[src/rtl/trk_pkg.sv]
package trk_pkg;
  typedef enum logic [1:0] {
    ST_RUN   = 2'd0,
    ST_DRAIN = 2'd1,
    ST_ABORT = 2'd2
  } trk_state_e;

  // next slot on a ring of the given size
  function automatic int ring_next(input int idx, input int slots);
    return (idx + 1 == slots) ? 0 : idx + 1;
  endfunction

  // slot h inside [s, e) on a ring, with wrap
  function automatic logic in_span(input int h, input int s, input int e);
    if (s <= e) return (h >= s) && (h < e);
    return (h >= s) || (h < e);
  endfunction
endpackage

[src/rtl/trk_req_queue.sv]
module trk_req_queue #(
  parameter int DEPTH = 4,
  parameter int IDX_W = 4,
  parameter int TAG_W = 4
) (
  input  logic             clk,
  input  logic             rst_n,
  input  logic             push,
  input  logic             pop,
  input  logic [IDX_W-1:0] in_start,
  input  logic [IDX_W-1:0] in_end,
  input  logic [TAG_W-1:0] in_tag,
  output logic [IDX_W-1:0] out_start,
  output logic [IDX_W-1:0] out_end,
  output logic [TAG_W-1:0] out_tag,
  output logic             empty,
  output logic             full
);
  localparam int PW = (DEPTH > 1) ? $clog2(DEPTH) : 1;
  localparam int CW = $clog2(DEPTH + 1);

  logic [IDX_W-1:0] start_mem [DEPTH];
  logic [IDX_W-1:0] end_mem   [DEPTH];
  logic [TAG_W-1:0] tag_mem   [DEPTH];
  logic [PW-1:0]    wr_ptr, rd_ptr;
  logic [CW-1:0]    count;

  function automatic logic [PW-1:0] ptr_next(input logic [PW-1:0] p);
    return (p == PW'(DEPTH - 1)) ? '0 : p + 1'b1;
  endfunction

  assign empty     = (count == '0);
  assign full      = (count == CW'(DEPTH));
  assign out_start = start_mem[rd_ptr];
  assign out_end   = end_mem[rd_ptr];
  assign out_tag   = tag_mem[rd_ptr];

  always_ff @(posedge clk) begin
    if (push) begin
      start_mem[wr_ptr] <= in_start;
      end_mem[wr_ptr]   <= in_end;
      tag_mem[wr_ptr]   <= in_tag;
    end
  end

  always_ff @(posedge clk) begin
    if (!rst_n) begin
      wr_ptr <= '0;
      rd_ptr <= '0;
      count  <= '0;
    end else begin
      if (push) wr_ptr <= ptr_next(wr_ptr);
      if (pop)  rd_ptr <= ptr_next(rd_ptr);
      if (push && !pop)      count <= count + 1'b1;
      else if (pop && !push) count <= count - 1'b1;
    end
  end
endmodule

[src/rtl/trk_step.sv]
module trk_step
  import trk_pkg::*;
#(
  parameter int RING_SLOTS = 16,
  parameter int IDX_W      = 4
) (
  input  logic             enable,
  input  logic [IDX_W-1:0] head,
  input  logic [IDX_W-1:0] hw_head,
  input  logic             q_empty,
  input  logic [IDX_W-1:0] q_start,
  input  logic [IDX_W-1:0] q_end,
  output logic             step,
  output logic [IDX_W-1:0] head_nxt,
  output logic             owned,
  output logic             end_hit
);
  always_comb begin
    step     = enable && (head != hw_head);
    head_nxt = IDX_W'(ring_next(int'(head), RING_SLOTS));
    owned    = step && !q_empty && in_span(int'(head), int'(q_start), int'(q_end));
    end_hit  = step && !q_empty && (head_nxt == q_end);
  end
endmodule

[src/rtl/desc_trk.sv]
module desc_trk
  import trk_pkg::*;
#(
  parameter int RING_SLOTS = 16,
  parameter int QDEPTH     = 4,
  parameter int CNT_W      = 16,
  parameter int TAG_W      = 4
) (
  input  logic                              clk,
  input  logic                              rst_n,
  input  logic                              running_i,
  input  logic [$clog2(RING_SLOTS)-1:0]     hw_head_i,
  input  logic                              flush_i,
  input  logic                              sub_valid_i,
  output logic                              sub_ready_o,
  input  logic [$clog2(RING_SLOTS)-1:0]     sub_start_i,
  input  logic [$clog2(RING_SLOTS)-1:0]     sub_end_i,
  input  logic [$clog2(RING_SLOTS):0]       sub_ndesc_i,
  input  logic [TAG_W-1:0]                  sub_tag_i,
  output logic [$clog2(RING_SLOTS)-1:0]     sw_head_o,
  output logic [CNT_W-1:0]                  removed_o,
  output logic [CNT_W-1:0]                  added_o,
  output logic [CNT_W-1:0]                  free_o,
  output logic                              progress_o,
  output logic                              owned_o,
  output logic                              cmp_valid_o,
  output logic                              cmp_abort_o,
  output logic [TAG_W-1:0]                  cmp_tag_o
);
  localparam int IDX_W = $clog2(RING_SLOTS);

  trk_state_e       state;
  logic             flush_mode;
  logic [IDX_W-1:0] head;

  // named internal events
  logic             q_empty, q_full;
  logic [IDX_W-1:0] q_start, q_end;
  logic [TAG_W-1:0] q_tag;
  logic             step_en, step, owned, end_hit;
  logic [IDX_W-1:0] head_nxt;
  logic             push, pop, abort_pop;

  assign step_en     = ((state == ST_RUN) && running_i) || (state == ST_DRAIN);
  assign sub_ready_o = (state == ST_RUN) && !flush_i && !q_full;
  assign push        = sub_valid_i && sub_ready_o;
  assign abort_pop   = (state == ST_ABORT) && !q_empty;
  assign pop         = end_hit || abort_pop;

  trk_step #(.RING_SLOTS(RING_SLOTS), .IDX_W(IDX_W)) step_i (
    .enable(step_en), .head(head), .hw_head(hw_head_i),
    .q_empty(q_empty), .q_start(q_start), .q_end(q_end),
    .step(step), .head_nxt(head_nxt), .owned(owned), .end_hit(end_hit)
  );

  // a request made while stopped owns no slots
  trk_req_queue #(.DEPTH(QDEPTH), .IDX_W(IDX_W), .TAG_W(TAG_W)) queue_i (
    .clk(clk), .rst_n(rst_n), .push(push), .pop(pop),
    .in_start(running_i ? sub_start_i : '0),
    .in_end(running_i ? sub_end_i : '0),
    .in_tag(sub_tag_i),
    .out_start(q_start), .out_end(q_end), .out_tag(q_tag),
    .empty(q_empty), .full(q_full)
  );

  always_ff @(posedge clk) begin
    if (!rst_n) begin
      state       <= ST_RUN;
      flush_mode  <= 1'b0;
      head        <= '0;
      removed_o   <= '0;
      added_o     <= '0;
      progress_o  <= 1'b0;
      owned_o     <= 1'b0;
      cmp_valid_o <= 1'b0;
      cmp_abort_o <= 1'b0;
      cmp_tag_o   <= '0;
    end else begin
      progress_o  <= 1'b0;
      owned_o     <= 1'b0;
      cmp_valid_o <= 1'b0;
      if (step) begin
        head       <= head_nxt;
        removed_o  <= removed_o + 1'b1;
        progress_o <= 1'b1;
        owned_o    <= owned;
      end
      if (end_hit) begin
        cmp_valid_o <= 1'b1;
        cmp_abort_o <= 1'b0;
        cmp_tag_o   <= q_tag;
      end
      unique case (state)
        ST_RUN: begin
          if (flush_i) begin
            state      <= ST_DRAIN;
            flush_mode <= 1'b1;
          end else if (push && !running_i) begin
            state      <= ST_ABORT;
            flush_mode <= 1'b0;
          end
          if (push && running_i) added_o <= added_o + CNT_W'(sub_ndesc_i);
        end
        ST_DRAIN: begin
          if (!step) state <= ST_ABORT;
        end
        ST_ABORT: begin
          if (abort_pop) begin
            cmp_valid_o <= 1'b1;
            cmp_abort_o <= 1'b1;
            cmp_tag_o   <= q_tag;
          end else begin
            state <= ST_RUN;
            if (flush_mode) begin
              removed_o <= added_o;
              head      <= '0;
            end
          end
        end
        default: state <= ST_RUN;
      endcase
    end
  end

  assign sw_head_o = head;
  assign free_o    = CNT_W'(RING_SLOTS - 1) - (added_o - removed_o);
endmodule

[config.mk]
export PLATFORM = sky130hd
export DESIGN_NAME = desc_trk
export DESIGN_NICKNAME = d
export VERILOG_FILES = /design/src/rtl/trk_pkg.sv /design/src/rtl/trk_req_queue.sv /design/src/rtl/trk_step.sv /design/src/rtl/desc_trk.sv
export SDC_FILE = /design/constraint.sdc
export NUM_CORES = 1
export LEC_CHECK = 0
export BUFFER_PORTS_ARGS = -buffer_cell sky130_fd_sc_hd__buf_2
export CAP_MARGIN = 20
export CORE_ASPECT_RATIO = 0.8
export CORE_MARGIN = 5
export CORE_UTILIZATION = 55
export DETAILED_ROUTE_END_ITERATION = 16
export GPL_TIMING_DRIVEN = 1
export PLACE_DENSITY = 0.83
export SYNTH_ARGS = -nofsm -noshare
export SYNTH_HDL_FRONTEND = slang
export SYNTH_SLANG_ARGS = --single-unit
[constraint.sdc]
create_clock -name clk -period 9.6 [get_ports clk]
set_input_delay 1.44 -clock clk [delete_from_list [all_inputs] [get_ports clk]]
set_output_delay 1.44 -clock clk [all_outputs]
set_load 0.02 [all_outputs]
=== Word-level counts from Yosys, hierarchy flattened ===
Memories as Yosys holds them, arrays and structs flattened. A register that Yosys moved wholly into a read port is not among the register bits.
Cells that the tools add are included.

* Flip-flop bits (word level): 54
* Bits in writable memories: 48
* Memory bits (read-only): 0
* Memories kept: 3
* Input bits: 26
* Latch bits: 0

* Reduce and logical (&&, ||, !) cells: 31
* Add/subtract/negate cells: 9
* $mul: 0
* Equality and inequality tests: 11
* Shifts and indexed selects: 0
* Divide/modulo/power cells: 0
* Bitwise gates (word level): 0
* Multiplexer cells: 43
* $lt $le $gt $ge: 3

{| class="wikitable"
|+ Memories
! name !! words !! bits a word !! read ports !! clocked after Yosys merged registers in !! write ports !! RTL line !! RTL
|-
| queue_i.end_mem || 4 || 4 || 1 || 1 || 1 || trk_req_queue.sv:23 || <nowiki>logic [IDX_W-1:0] end_mem [DEPTH];</nowiki>
|-
| queue_i.start_mem || 4 || 4 || 1 || 1 || 1 || trk_req_queue.sv:22 || <nowiki>logic [IDX_W-1:0] start_mem [DEPTH];</nowiki>
|-
| queue_i.tag_mem || 4 || 4 || 1 || 1 || 1 || trk_req_queue.sv:24 || <nowiki>logic [TAG_W-1:0] tag_mem [DEPTH];</nowiki>
|}

{| class="wikitable"
|+ Operators with widths
! operator !! count
|-
| $mux 16 || 4
|-
| $mux 4 || 10
|-
| $mux 2 || 12
|-
| $add 16x1->16 const B || 1
|-
| $add 16x5->16 || 1
|-
| $sub 16x16->16 || 1
|-
| $sub 4x16->16 const A || 1
|-
| $logic_and 1x1->1 || 14
|-
| $mux 1 || 14
|-
| $eq 2x2->1 const B || 3
|-
| $logic_not 1->1 || 6
|-
| $mux 3 || 2
|-
| $pmux 2 s3 || 1
|-
| $reduce_and 2->1 || 3
|-
| $add 4x1->5 const B || 1
|-
| $eq 5x5->1 const B || 1
|-
| $add 2x1->2 const B || 2
|-
| $eq 4x4->1 || 1
|-
| $ge 4x4->1 || 1
|-
| $le 4x4->1 || 1
|-
| $lt 4x4->1 || 1
|-
| $ne 2x2->1 const B || 2
|-
| $ne 4x4->1 || 1
|-
| $reduce_bool 2->1 || 2
|-
| other kinds (9) || 11
|}

=== Depth between registers and ports, before layout ===
* Depth in word-level cells: 10
* Depth in mapped cells: 13
* Gate-level depth less buffers: 11

=== Cells and area by module ===
Synthesis repeated with hierarchy kept, for this count alone.

* Cells, all modules: 561
* Area total of the unflattened synthesis: 5891.9 um2

{| class="wikitable"
|+ Modules (own cells, without submodules)
! module !! cells each !! times used !! area each (um2)
|-
| desc_trk || 397 || 1 || 3273.1
|-
| trk_req_queue || 106 || 1 || 2193.4
|-
| trk_step || 58 || 1 || 425.4
|}

=== Worst setup path before layout ===
Ideal clock, no wire load.

* Path kind: register -> output
* Start: reg added_o[1]
* End: out free_o[15]
* Required time: 8160 ps
* Stages on the path, launching flop included: 11
* Path slack: 5468 ps
* Data arrival time: 2692 ps
* Path through: dfxtp_1 inv_1 ha_1 ha_1 fa_1 a21o_1 a21oi_1 o21a_1 nor4_1 o22a_1 xnor2_1

* Cells in the longest elaborated chain, start to end: 2

{| class="wikitable"
|+ RTL lines
! item !! RTL line !! RTL
|-
| start: declaration || desc_trk.sv:22 || <nowiki>output logic [CNT_W-1:0] added_o,</nowiki>
|-
| start signal: assignment || desc_trk.sv:102 || <nowiki>if (push && running_i) added_o <= added_o + CNT_W'(sub_ndesc_i);</nowiki>
|-
| $sub 16x16->16 || desc_trk.sv:126 || <nowiki>assign free_o = CNT_W'(RING_SLOTS - 1) - (added_o - removed_o);</nowiki>
|-
| $sub 4x16->16 || desc_trk.sv:126 ||
|-
| end: declaration || desc_trk.sv:23 || <nowiki>output logic [CNT_W-1:0] free_o,</nowiki>
|}

No other way between the ends.

=== Worst setup path after layout ===
* Start: reg added_o[1]
* End: out free_o[13]

The elaborated chain is that of the path after synthesis.

==> results by group <==
Routing
  • Final wirelength: 12.5 mm
  • DR pass1 iterations: 7
  • Vias: 4347
  • Vias per cell: between 5 and 6
  • First DRT Iteration DRCs: 306
  • Avg WL per Cell: between 15 and 20 microns
  • Antenna Nets Post-Route: 0
  • Residual DRC: 0

Yosys
  • Syn Inst Count: ~540
  • Synth top area cells: edfxtp_1, dfxtp_1, ha_1
  • Yosys warns: 0
  • Syn avg cell area: 10.6 sq um
  • Sequential element share of the synthesized area: around 45%
  • Area leader, netlist: edfxtp_1
  • Post-synth ARST share: 0%
  • Most frequent cell after synthesis: dfxtp_1
  • Number of synthesized flops with an enable pin: 48
  • Post-synth top cells: dfxtp_1, ha_1, edfxtp_1
  • Post-synth top area share: about a quarter
  • Yosys reg bits: around 100
  • Cell Area, Synth: around 0.0057 sq mm
  • Yosys cell types: 54
  • Post-synth top flop: dfxtp_1
  • Net Count, Synth: about 620

STA
  • Fin crit share: 48.4%
  • Final worst setup slack: about 5.0 ns
  • Tmin final: 4.64 ns
  • Hold Vio Cnt, Final: 0
  • Worst Max-Slew Pin Slew: around 0.99 ns
  • # setup viols final: 0
  • Clk_skew: 0.00907 ns
  • RSZ-0062 raised after global routing: no
  • Final Max Tran Viols: 0
  • Post-route setup TNS: 0 ns
  • Top achievable clock speed: between 0.2 and 0.25 GHz
  • Slew HR: around a third

Power and ir drop
  • Sw Ratio: between 20% and 30%
  • Leak: ~2.7 nW
  • Worst VDD drop: approximately 0.1 mV
  • PwrDens: 165 mW/mm^2
  • Logic pwr share: about a fifth
  • Clock share of power: between 30 and 40%
  • Flop pwr share: between 40% and 50%
  • Net Switching: roughly 320 uW
  • Internal Pwr Total: between 700 and 800 uW

Clock network
  • Clock Tree Buf Depth: 2
  • Clock sinks: 104
  • Cts bufs inserted: 9
  • H-tree depth reported by CTS: 3
  • Post_cts resized: 0
  • Clock latency on the worst-skew pair: 0.34 ns
  • CTS clk-pin slew, worst paths: around 0.07 ns
  • Hold-fix buffers, CTS: 0
  • Post-CTS Setup Inserts: 0
  • CTS tree: built
  • Clk Tree Root Cell: clkbuf_16

Layout
  • Finished Core Util: ~64%
  • Nets@finish: 700
  • Antenna cells: 0
  • Multi-input logic area: just under 0.003 sq mm
  • Fraction of layout cells with a size suffix above 1: between 10% and 20%
  • Area growth, synth to finish: 14.4%
  • Register area: roughly 0.0026 sq mm
  • Fillers: 790

Critical path
  • R2R Setup Slk: approximately 5.8 ns
  • Number of cells on the worst reg-to-reg path: 11
  • Critical Path, Cell by Cell: inv_1 > ha_1 > ha_1 > fa_1 > a21o_1 > a21oi_1 > o21a_1 > nor4_1 > nor3_1 > xnor2_1 > buf_2
  • FF-to-FF End: queue_i.count[2]$_SDFFE_PN0P_
  • CP max-delay cell: fa_1
  • CP delay by family, top: adder cells
  • Worst setup EP type: output pin
  • Crit path max fanout: 5
  • CP Launch Type: register
  • Buf+Inv Stages, Crit Path: 2
  • CP peak stage delay: roughly 0.42 ns
  • Critical path class: reg -> out
  • Worst path arrival time: between 3 and 4 ns
  • CP dominant cell by count: ha_1
  • Critical Path RT: around 8 ns

GRT
  • Initial antenna violation count: 1
  • First-pass GRT wire length: between 20 and 25 mm
  • Largest net degree at the start of global routing: 35
  • Met3 Resource Use GR: 5.97%
  • M1 GR Usage: a little over a quarter
  • Total congestion overflow: 0
  • Vias in the first global route: around 4200
  • GR Util met2: a little over a third
  • Global-route layer with the greatest usage: met2
  • GRT Overall Usage: roughly 21%

Floorplan
  • Die height: ~100 microns
  • # rows: 33
  • IO Count: a little under 90
  • DIE AREA: about 0.013 sq mm
  • Die width: roughly 120 microns
  • Starting Density: between 50% and 60%
  • Core box area: just over 0.01 sq mm

Placement
  • DP Worst Slack: 5.14 ns
  • Gp weighted congestion: between 0.8 and 0.9
  • Number of port buffers: 86
  • Half-perimeter wire length after placement: about 9.4 mm

Worst hold path
  • Hold EP: cmp_tag_o[1]$_SDFF_PN0_
  • WHS Path Cells: 2
  • Worst min path class: reg -> reg
  • Hold Crit Start: cmp_tag_o[1]$_SDFF_PN0_

Status
  • Outcome: finished, final reports clean

Job
  • Max-cap violations: 0
layout by cell type (no fill, tap or decap), drive strengths merged, types with 12 or more instances in the layout:
cell / n
nor2: 38
and2: 13
dfxtp: 56
ha: 53
buf: 87
a211oi: 12
edfxtp: 48
mux4: 12
a21oi: 37
inv: 41
o21ai: 27
nand2: 31
nand3: 17
xor2: 19
xnor2: 25
layout make-up:
type                       instances  share of cell area, %
multi-input combinational        378                   44.7
sequential                       104                   39.2
timing repair buffer              87                   6.70
clock buffer                       9                   3.45
tap                              140                   2.68
inverter                          38                   2.26
clock inverter                     7                   1.05
logic make-up after synthesis:
logic type,count (synthesis),synth area share [%]
AO/OA/AOI/OAI,110,12.0
XOR/XNOR,45,7.14
adder cells (fa/ha/maj),57,12.8
buffers and inverters,55,4.05
flip-flops,104,44.9
multiplexers,15,5.26
AND/OR/NAND/NOR,151,13.8
power groups by stage:
stage | Combinational (mW) | Clock, mW | Sequential [mW]
finish | 0.222 | 0.355 | 0.500
global route | 0.243 | 0.381 | 0.503
CTS | 0.223 | 0.362 | 0.500
detailed placement | 0.221 | 0 | 0.511
global placement | 0.212 | 0 | 0.509
floorplan | 0.157 | 0 | 0.512
through the flow:
step	hold slack (ns)	std cells	power (mW)	instance area (sq um)
after global routing	0.478	763	1.13	6540
after floorplan	0.437	537	0.668	5710
after CTS	0.455	763	1.09	6540
after global placement	0.443	747	0.721	6240
final	0.456	763	1.08	6540
after detailed placement	0.445	747	0.731	6240
how the worst max path moves through the flow:
stage                                       start                             to  slack, ns  cells after the start
after detailed placement             hw_head_i[3]  queue_i.count[2]$_SDFFE_PN0P_       5.14                     12
after floorplan           added_o[1]$_SDFFE_PN0P_                     free_o[15]       5.47                     10
after global placement               hw_head_i[3]  queue_i.count[2]$_SDFFE_PN0P_       5.33                     12
final                     added_o[1]$_SDFFE_PN0P_                     free_o[13]       4.96                     11
after global routing      added_o[1]$_SDFFE_PN0P_                     free_o[13]       4.76                     11
after CTS                 added_o[1]$_SDFFE_PN0P_                     free_o[13]       4.98                     11
sequential cells by signal, summed over array words and instances (netlist names), 2 cells and up, named ones only:
| register | count |
|---|---|
| added_o | 16 |
| queue_i.end_mem | 16 |
| queue_i.start_mem | 16 |
| queue_i.tag_mem | 16 |
| removed_o | 16 |
| cmp_tag_o | 4 |
| sw_head_o | 4 |
| queue_i.count | 3 |
| queue_i.rd_ptr | 2 |
| queue_i.wr_ptr | 2 |
| state | 2 |
routing by layer:
metal  part of all wire (%)  wire length [microns]  vias up
li1                       -                      -     2107
met1                     43                   5400     2101
met2                     50                   6300      131
met3                    6.0                    748        6
met4                   0.38                     48        2
met5                   0.16                     20        -
worst reg2reg max path: cells and delay by family (launching register included):
family	cells	cell delay [ns]
DFF	1	0.85
muxes	1	0.65
adders and majority gates	2	0.55
xor gates and xnor gates	2	0.52
AOI/OAI and AO/OA	2	0.50
and+or+nand+nor	2	0.49
buffers and inverters	2	0.16
(Power assumes the default switching activity.)
